==> config.mk <==
export PLATFORM = sky130hd
export DESIGN_NAME = pulse_repeater
export DESIGN_NICKNAME = d
export VERILOG_FILES = /design/src/rtl/pr_pkg.sv /design/src/rtl/pr_sync.sv /design/src/rtl/pr_filter.sv /design/src/rtl/pr_chan.sv /design/src/rtl/pulse_repeater.sv
export SDC_FILE = /design/constraint.sdc
export NUM_CORES = 1
export LEC_CHECK = 0
export CAP_MARGIN = 5
export CORE_MARGIN = 10
export CORE_UTILIZATION = 61
export CTS_CLUSTER_SIZE = 8
export DETAILED_ROUTE_END_ITERATION = 10
export GPL_TIMING_DRIVEN = 0
export HOLD_SLACK_MARGIN = 0.1
export PLACE_DENSITY = 0.79
export SYNTH_ARGS = -nofsm -noshare
export SYNTH_HDL_FRONTEND = slang
export SYNTH_SLANG_ARGS = --single-unit
==> constraint.sdc <==
create_clock -name clk -period 2.6 [get_ports clk]
set_input_delay 0.52 -clock clk [delete_from_list [all_inputs] [get_ports clk]]
set_output_delay 0.52 -clock clk [all_outputs]
set_load 0.1 [all_outputs]
==> src/rtl/pr_pkg.sv <==
package pr_pkg;
  typedef enum logic {
    POL_HIGH = 1'b0,
    POL_LOW  = 1'b1
  } pol_e;

  typedef struct packed {
    logic pulse;
    logic reject;
  } chan_res_t;

  function automatic int cnt_width(input int max_val);
    return (max_val > 1) ? $clog2(max_val) : 1;
  endfunction
endpackage

==> src/rtl/pr_sync.sv <==
module pr_sync #(
  parameter int STAGES = 2
) (
  input  logic clk,
  input  logic rst,
  input  logic idle_lvl,
  input  logic d,
  output logic q
);
  logic [STAGES-1:0] sh;

  always_ff @(posedge clk) begin
    if (rst) sh <= {STAGES{idle_lvl}};
    else     sh <= {sh[STAGES-2:0], d};
  end

  assign q = sh[STAGES-1];
endmodule

==> src/rtl/pr_filter.sv <==
module pr_filter
  import pr_pkg::*;
#(
  parameter int STABLE = 4
) (
  input  logic clk,
  input  logic rst,
  input  logic en,
  input  logic d,
  output logic q
);
  localparam int CW = cnt_width(STABLE);
  localparam logic [CW-1:0] LAST = CW'(STABLE - 1);

  logic [CW-1:0] cnt;
  logic          lvl;

  always_ff @(posedge clk) begin
    if (rst) begin
      cnt <= '0;
      lvl <= 1'b0;
    end else if (!en) begin
      cnt <= '0;
      lvl <= d;
    end else if (d != lvl) begin
      if (cnt == LAST) begin
        cnt <= '0;
        lvl <= d;
      end else begin
        cnt <= cnt + 1'b1;
      end
    end else begin
      cnt <= '0;
    end
  end

  assign q = lvl;
endmodule

==> src/rtl/pr_chan.sv <==
module pr_chan
  import pr_pkg::*;
#(
  parameter int PULSE_CYCLES  = 150,
  parameter int WINDOW_CYCLES = 30000
) (
  input  logic      clk,
  input  logic      rst,
  input  logic      pol,
  input  logic      lvl,
  output chan_res_t res
);
  localparam int WW = cnt_width(WINDOW_CYCLES);
  localparam logic [WW-1:0] WIN_LAST = WW'(WINDOW_CYCLES - 1);
  localparam logic [WW-1:0] PW       = WW'(PULSE_CYCLES);

  logic          prev;
  logic [WW-1:0] win;
  logic          lead, busy, accept, drive;
  logic          out_q, rej_q;

  assign lead   = lvl & ~prev;
  assign busy   = (win != '0);
  assign accept = lead & ~busy;
  assign drive  = accept | (busy & (win < PW));

  always_ff @(posedge clk) begin
    if (rst) begin
      prev  <= 1'b0;
      win   <= '0;
      out_q <= pol;
      rej_q <= 1'b0;
    end else begin
      prev  <= lvl;
      out_q <= drive ^ pol;
      rej_q <= lead & busy;
      if (accept)               win <= WW'(1);
      else if (win == WIN_LAST) win <= '0;
      else if (busy)            win <= win + 1'b1;
    end
  end

  assign res.pulse  = out_q;
  assign res.reject = rej_q;
endmodule

==> src/rtl/pulse_repeater.sv <==
module pulse_repeater
  import pr_pkg::*;
#(
  parameter int NUM_CH        = 6,
  parameter int SYNC_STAGES   = 2,
  parameter int FILTER_CYCLES = 4,
  parameter int PULSE_CYCLES  = 150,
  parameter int WINDOW_CYCLES = 30000
) (
  input  logic              clk,
  input  logic              rst,
  input  logic              active_low,
  input  logic              filt_en,
  input  logic [NUM_CH-1:0] trig_in,
  output logic [NUM_CH-1:0] pulse_out,
  output logic [NUM_CH-1:0] reject
);
  pol_e pol;
  assign pol = pol_e'(active_low);

  for (genvar c = 0; c < NUM_CH; c++) begin : g_ch
    logic      raw, norm, clean;
    chan_res_t res;

    pr_sync #(.STAGES(SYNC_STAGES)) u_sync (
      .clk(clk), .rst(rst), .idle_lvl(pol == POL_LOW), .d(trig_in[c]), .q(raw)
    );

    assign norm = raw ^ (pol == POL_LOW);

    pr_filter #(.STABLE(FILTER_CYCLES)) u_filt (
      .clk(clk), .rst(rst), .en(filt_en), .d(norm), .q(clean)
    );

    pr_chan #(.PULSE_CYCLES(PULSE_CYCLES), .WINDOW_CYCLES(WINDOW_CYCLES)) u_chan (
      .clk(clk), .rst(rst), .pol(pol == POL_LOW), .lvl(clean), .res(res)
    );

    assign pulse_out[c] = res.pulse;
    assign reject[c]    = res.reject;
  end
endmodule

-- After elaboration in Yosys (flattened, before gate mapping)
Index checks and enable logic that the tools add are counted.
- register bits: 138
- bits in latches: 0
- RAM bits: 0
- bits in read-only memories: 0
- output and inout bits: 12
- memories: 0
- add/sub/neg operators: 12
- multiply operators: 0
- divide/modulo/power cells: 0
- $lt $le $gt $ge: 6
- equal/unequal tests: 30
- shifts and indexed selects: 0
- mux-type cells: 48
- bitwise logic cells: 61
- reduce and logical (&&, ||, !) cells: 30
- operators with widths (operator ; count):
    $add A15 B1 Y15 const B ; 6
    $eq A15 B15 Y1 const B ; 6
    $lt A15 B8 Y1 const B ; 6
    $reduce_bool A15 Y1 ; 6
    $mux W1 ; 42
    $and A1 B1 Y1 ; 24
    $ne A2 B1 Y1 const B ; 12
    $reduce_or A4 Y1 ; 6
    $not A1 Y1 ; 19
    $reduce_bool A3 Y1 ; 6
    $reduce_or A3 Y1 ; 6
    $add A2 B1 Y2 const B ; 6
    $eq A2 B2 Y1 const B ; 6
    $mux W2 ; 6
    $reduce_and A2 Y1 ; 6
    $xor A1 B1 Y1 ; 12
    $ne A1 B1 Y1 ; 6
    $or A1 B1 Y1 ; 6

-- Depth between registers and ports, before layout
Gate-level depths: netlist (run 1).
- word-level depth: 6
- depth in mapped cells: 9
- mapped depth without buffers: 7

-- By module
A second synthesis (run 1) with hierarchy kept.
- cell total of the unflattened synthesis: 811
- area total of the unflattened synthesis: 7390.8 um^2
- modules (own cells, without submodules) (module ; instances ; cells an instance ; area each (um^2) ; seq. area each (um^2)):
    pr_chan ; 6 ; 119 ; 1027.2 ; 360.3
    pr_filter ; 6 ; 11 ; 131.4 ; 60.1
    pr_sync ; 6 ; 4 ; 62.6 ; 40.0
    pulse_repeater ; 1 ; 7 ; 63.8 ; 0.0

-- Least setup slack after synthesis (run 1)
OpenSTA, ideal clock, no wires.
- kind: register to register
- start point: register g_ch[2].u_chan.win[0]
- end point: register g_ch[2].u_chan.win[7]
- setup time: 115 ps
- arrival: 1852 ps
- slack: 634 ps
- cell stages (with the launch flop): 9
- path buffers: 1
- clock period less this slack: 1966 ps
- cell sequence: dfxtp_1 > inv_1 > ha_1 > or4b_4 > nor4_4 > nand3b_4 > nand2_2 > buf_4 > nor2_1
- longest elaborated chain between the ends: 4
- ends and longest elaborated chain (element ; RTL line ; text):
    from (decl) ; pr_chan.sv:18 ; logic [WW-1:0] win;
    from (signal assigned) ; pr_chan.sv:39 ; else if (busy) win <= win + 1'b1;
    branches (longest 4 deep; another with $add A15 B1 Y15) ; n/a ;
Several ways; the timed one is not identified.
A chain may end at the register's enable or synchronous reset.

-- Worst setup path in the final report (run 1)
- start point: register g_ch[4].u_chan.win[0]
- end point: register g_ch[4].u_chan.win[13]
- longest elaborated chain between the ends: 4
- ends and longest elaborated chain (element ; RTL line):
    from (decl) ; pr_chan.sv:18
    from (signal assigned) ; pr_chan.sv:39
    branches (longest 4 deep; another with $add A15 B1 Y15) ; n/a
Several ways; the timed one is not identified.

==> impl_metrics.yaml, run 1 <==
outcome:
  outcome: "finished clean"
detailed_routing:
  drt-total-wl_mm: 12.8
  viasPerCell: 5.60
  drtAntennaViolNets: 0
  drc: 0
  num_vias: 5081
  drt-pass1-iter-count: 5
  wl_per_cell_um: 14.1
  drt_iter0_markers: 298
yosys:
  synth_area_mm2: 0.00646
  synth_top_area_frac: 0.428
  yosys.area_share.adder: 0.0349
  yosys_most_used_dff: "dfxtp_1"
  synthArstFlopShare: 0
  syn_nets: 749
  synth_edf_count: 0
  yosysUniqueCellTypes: 54
  synth_simple_gate_area_share: 0.290
  synth_compound_area_frac: 0.0595
  yosys-top-cells-area: "dfxtp_1 (43%), xor2_1 (7.9%), nor2_1 (5.6%)"
  ys_warn_count: 0
  synth_top_family_by_area: "simple AND/OR/NAND/NOR gates"
  ys_ff_latch: 138
  synth_cells: 721
  seq_area_frac_synth: 0.428
  synthMuxAreaShare: 0.0140
  yosysTopAreaCell: "dfxtp_1"
  synthXorXnorAreaFrac: 0.121
  syn_avg_cell_area_um2: 8.96
floorplan:
  ios: 22
  die_area_mm2: 0.0151
  die-height_um: 123
  std_cell_rows: 37
  start_util: 0.625
  fp.dieW_um: 123
  fp.coreArea_mm2: 0.0103
worst_setup_path:
  cp_max_fo: 10
  critPathKind: "flop to flop"
  worstPathRequired_ps: 3020
  worst-r2r-cell-count: 8
  cp.arrival_ps: 2850
  critPathLaunchType: "flop"
  worst_setup_path_end_kind: "flop"
place:
  placedInstanceArea_mm2: 0.00683
  port_buffers: 20
  gp_congestion: 0.890
  dpl.cell_count: 877
  dp_hpwl_mm: 8.67
  place_ws_ps: 144
finish:
  nets: 788
  final_cell_mix: "dfxtp_1 (138), nor2_1 (96), xor2_1 (58), nand2_1 (56), nand3_1 (35)"
  layout.cells.non_filler: 908
  layout_commonest_cell: "dfxtp_1"
  final_layout_size_suffix_gt1_frac: 0.0959
  fillers: 788
  post-route-util: 0.720
  design_area_mm2: 0.00743
  synthToLayoutAreaGrowth_pct: 15.1
  diodes: 0
clocking:
  cts-root-buf: "clkbuf_8"
  cts_hold_buffers: 0
  clk_path_buf_depth: 2
  clkLatencyLatePin_ps: 530
  cts.sinks: 138
  clk_pin_slew_ps: 60
  cts_tree: "built"
  numCtsBuffers: 17
  h-tree-depth: 4
timing:
  worstMarginPinSlew_ps: 971
  fin_worst_skew_ps: 4.52
  min_period_ps: 2430
  relSlewSlack: 0.352
  finalSetupTns_ps: 0
  setup_viol: 0
  slew_viol_final: 0
  rsz0062_at_grt: "no"
  hold_violations: 0
  post-route-period-util: 0.934
  setup_ws_ps: 170
  timing.fmax_ghz: 0.412
global_route:
  grt_util_met1: 0.207
  grt_use_met2: 0.300
  grt_max_degree: 17
  antenna_found_initial: 0
  grt_use_met3: 0.0524
  grt_pass1_vias: 5025
  grt-busiest-layer: "met2"
  grtUsageTotal: 0.178
  overflow: 0
  grt_pass1_wl_mm: 22.2
hold_path:
  hp-class: "flop to flop"
  whs_path_depth: 1
power:
  leakage_nw: 3.06
  ir_drop_mv: 0.677
  power_density_mw_per_mm2: 825
run:
  maxCapViolations: 0
## synthesized netlist by cell type, types with 4 or more instances
| cell | number |
|---|---|
| or3_1 | 7 |
| ha_1 | 18 |
| a21oi_1 | 17 |
| nor2_1 | 96 |
| mux2i_1 | 9 |
| nor4b_1 | 5 |
| dfxtp_1 | 138 |
| a31oi_1 | 4 |
| xnor2_1 | 31 |
| nor4_1 | 10 |
| clkbuf_1 | 12 |
| and4_1 | 10 |
| nand3_1 | 35 |
| nand2_1 | 56 |
| and2_1 | 4 |
| buf_6 | 6 |
| nand3b_1 | 5 |
| nand4_1 | 13 |
| nor2b_1 | 8 |
| buf_4 | 15 |
| and3_1 | 19 |
| nor3_1 | 25 |
| xor2_1 | 58 |
| nor3b_1 | 5 |
| nand2b_1 | 13 |
| o21ai_0 | 20 |
| nand4b_1 | 4 |
| a211oi_1 | 4 |
| or4b_1 | 4 |
| inv_1 | 28 |
## cell families after synthesis
logic type,after synthesis
compound gates,62
xor+xnor,89
fa+ha+maj,18
buf+inv,64
flops,138
mux,9
simple gates,341
## where the power goes
group	switching, mW	internal, mW
Sequential	0.119	2.26
Clock	0.894	1.56
Combinational	0.805	0.496
Total	1.82	4.32
## what timing repair did
item	4_1_cts	5_1_grt
setup buffers	0	0
setup endpoints to repair	9	3
gates cloned	0	0
gates resized for setup	9	3
## registers in the layout (all words and copies together), names as in the netlist
register           cells
g_ch.u_filt.q          6
g_ch.u_chan.prev       6
g_ch.u_chan.rej_q      6
g_ch.u_filt.cnt       12
g_ch.u_chan.out_q      6
g_ch.u_chan.win       90
g_ch.u_sync.sh        12
## cell type report
class | count | area, um^2 | area share
Sequential cell | 138 | 2760 | 0.372
Clock buffer | 21 | 469 | 0.0631
Buffer | 36 | 240 | 0.0323
Inverter | 28 | 105 | 0.0141
Clock inverter | 10 | 141 | 0.0190
Multi-Input combinational cell | 519 | 3350 | 0.451
Tap cell | 136 | 170 | 0.0229
Timing Repair Buffer | 20 | 196 | 0.0264
## routing by layer
layer  share of wire  wire, um
met5               0         0
met4           0.018       225
met3           0.042       534
met2            0.49      6280
met1            0.45      5720
## per-stage QoR
step | hold slack (ps) | total power [mW]
2_1_floorplan | 388 | 3.46
3_3_place_gp | 396 | 3.68
3_5_place_dp | 408 | 3.73
4_1_cts | 416 | 6.17
5_1_grt | 434 | 6.40
6_report | 420 | 6.14
## worst max-delay path: stages (launching register included)
cell and delay, ps:
dfxtp_1 330, inv_1 120, ha_1 180, or4b_1 450, nor3b_1 460, nand4b_1 240
nand2_1 200, buf_2 250, nor2_1 80
## path summary, 6_finish.rpt
path,startpoint,slack [ps],to
min reg2reg,g_ch[3].u_filt.cnt[0],420,g_ch[3].u_filt.cnt[0]
max reg2reg,g_ch[4].u_chan.win[0],170,g_ch[4].u_chan.win[13]
max,g_ch[4].u_chan.win[0],170,g_ch[4].u_chan.win[13]
min,g_ch[3].u_filt.cnt[0],420,g_ch[3].u_filt.cnt[0]
Power figures use the tool's default switching activity.
==> run 2: changes to the inputs <==
--- a/config.mk
+++ b/config.mk
@@ -8,6 +8,7 @@
 export CAP_MARGIN = 5
 export CORE_MARGIN = 10
 export CORE_UTILIZATION = 61
+export CTS_BUF_LIST = sky130_fd_sc_hd__clkbuf_4 sky130_fd_sc_hd__clkbuf_8 sky130_fd_sc_hd__clkbuf_16
 export CTS_CLUSTER_SIZE = 8
 export DETAILED_ROUTE_END_ITERATION = 10
 export GPL_TIMING_DRIVEN = 0
==> constraint.sdc (replaced) <==
create_clock -name clk -period 2.38 [get_ports clk]
set_input_delay 0.476 -clock clk [delete_from_list [all_inputs] [get_ports clk]]
set_output_delay 0.476 -clock clk [all_outputs]
set_load 0.1 [all_outputs]
==> impl_metrics.yaml, run 2 (synthesis gave the netlist of run 1 again) <==
worst_setup_path:
  worst_setup_path_end_kind: "output pin"
  critPathLaunchType: "flop"
  cp_max_fo: 1
  worst-r2r-cell-count: 8
  cp.arrival_ps: 1800
  critPathKind: "flop to output pin"
  worstPathRequired_ps: 1900
finish:
  layout_commonest_cell: "dfxtp_1"
  nets: 788
  fillers: 791
  reg_top3: "g_ch.u_chan.win: 90 flops, g_ch.u_filt.cnt: 12 flops, g_ch.u_sync.sh: 12 flops"
  synthToLayoutAreaGrowth_pct: 15.2
  diodes: 0
  final_layout_size_suffix_gt1_frac: 0.0997
  layout.cells.non_filler: 908
  largest_reg_flops: 90
  final_cell_mix: "dfxtp_1 (138), nor2_1 (96), xor2_1 (58), nand2_1 (56), nand3_1 (35)"
  top_register: "g_ch.u_chan.win"
  post-route-util: 0.721
  design_area_mm2: 0.00744
place:
  gp_congestion: 0.890
  port_buffers: 20
  dpl.cell_count: 877
  dp_hpwl_mm: 8.67
  placedInstanceArea_mm2: 0.00683
timing:
  slew_viol_final: 0
  fin_worst_skew_ps: 7.50
  relSlewSlack: 0.363
  timing.fmax_ghz: 0.440
  hold_violations: 0
  finalSetupTns_ps: 0
  setup_viol: 0
  rsz0062_at_grt: "no"
  post-route-period-util: 0.956
  min_period_ps: 2270
  worstMarginPinSlew_ps: 959
run:
  maxCapViolations: 0
floorplan:
  die_area_mm2: 0.0151
  fp.coreArea_mm2: 0.0103
  ios: 22
  start_util: 0.625
  std_cell_rows: 37
  die-height_um: 123
  fp.dieW_um: 123
clocking:
  clkLatencyLatePin_ps: 530
  cts.sinks: 138
  clk_pin_slew_ps: 60
  h-tree-depth: 4
  clk_path_buf_depth: 2
  cts_tree: "built"
  cts-root-buf: "clkbuf_8"
  postCtsSetupRepairBufs: 0
  numCtsBuffers: 17
global_route:
  grt_use_met3: 0.0524
  grt_max_degree: 17
  antenna_found_initial: 0
  grt_pass1_vias: 5035
  grt-busiest-layer: "met2"
  grt_util_met1: 0.207
  grtUsageTotal: 0.179
  grt_pass1_wl_mm: 22.2
  overflow: 0
  grt_use_met2: 0.300
power:
  leakage_nw: 3.04
  power_density_mw_per_mm2: 901
  ir_drop_mv: 0.738
detailed_routing:
  viasPerCell: 5.60
  wl_per_cell_um: 14.1
  drt-total-wl_mm: 12.8
  drc: 0
  num_vias: 5086
  drtAntennaViolNets: 0
  drt-pass1-iter-count: 5
  drt_iter0_markers: 306
hold_path:
  hp-class: "input pin to flop"
  whs_path_depth: 4
outcome:
  outcome: "finished clean"
run 2: final cells by class:
cell class / count / area (um^2) / share of cell area
buffer: 36 / 240 / 0.0323
clock buffer: 21 / 469 / 0.0631
clock inverter: 10 / 141 / 0.0190
inverter: 28 / 105 / 0.0141
multi-input combinational: 519 / 3370 / 0.452
sequential: 138 / 2760 / 0.371
tap: 136 / 170 / 0.0229
timing repair buffer: 20 / 185 / 0.0249
run 2: metal layers:
| layer | up-vias | part of all wire |
|---|---|---|
| li1 | 2553 | - |
| met2 | 83 | 0.49 |
| met5 | - | 0 |
| met4 | 0 | 0.019 |
| met1 | 2425 | 0.45 |
| met3 | 25 | 0.038 |
run 2: path summary, 6_finish.rpt:
path	start	endpoint	slack, ps
setup / recovery	g_ch[3].u_chan.rej_q	reject[3]	110
hold / removal	active_low	g_ch[0].u_filt.q	390
setup reg to reg	g_ch[4].u_chan.win[0]	g_ch[4].u_chan.win[7]	160
hold reg to reg	g_ch[5].u_chan.prev	g_ch[5].u_chan.rej_q	420
run 2: critical path, stage by stage, from the launching register on:
cell and delay (ps):
dfxtp_1 330, buf_4 100, dlygate4sd2_1 840
run 2: stage by stage:
stage	total power, mW	hold slack, ps	worst slack (ps)
6_report	6.70	386	106
5_1_grt	6.99	390	42.8
3_5_place_dp	4.07	408	-32.1
4_1_cts	6.73	372	78.3
2_1_floorplan	3.78	388	414
3_3_place_gp	4.02	396	3.97
run 2: power by group:
group / leakage (nW) / internal, mW / switching [mW] / total (mW)
clock: 0.296 / 1.70 / 0.971 / 2.67
combinational: 1.62 / 0.543 / 0.884 / 1.43
sequential: 1.12 / 2.47 / 0.131 / 2.60
run 2: repair_timing:
item / 4_1_cts / 5_1_grt
endpoints found under the setup margin: 13 / 20
pin swaps: 0 / 0
resized for setup: 13 / 2
hold buffers: 0 / 0
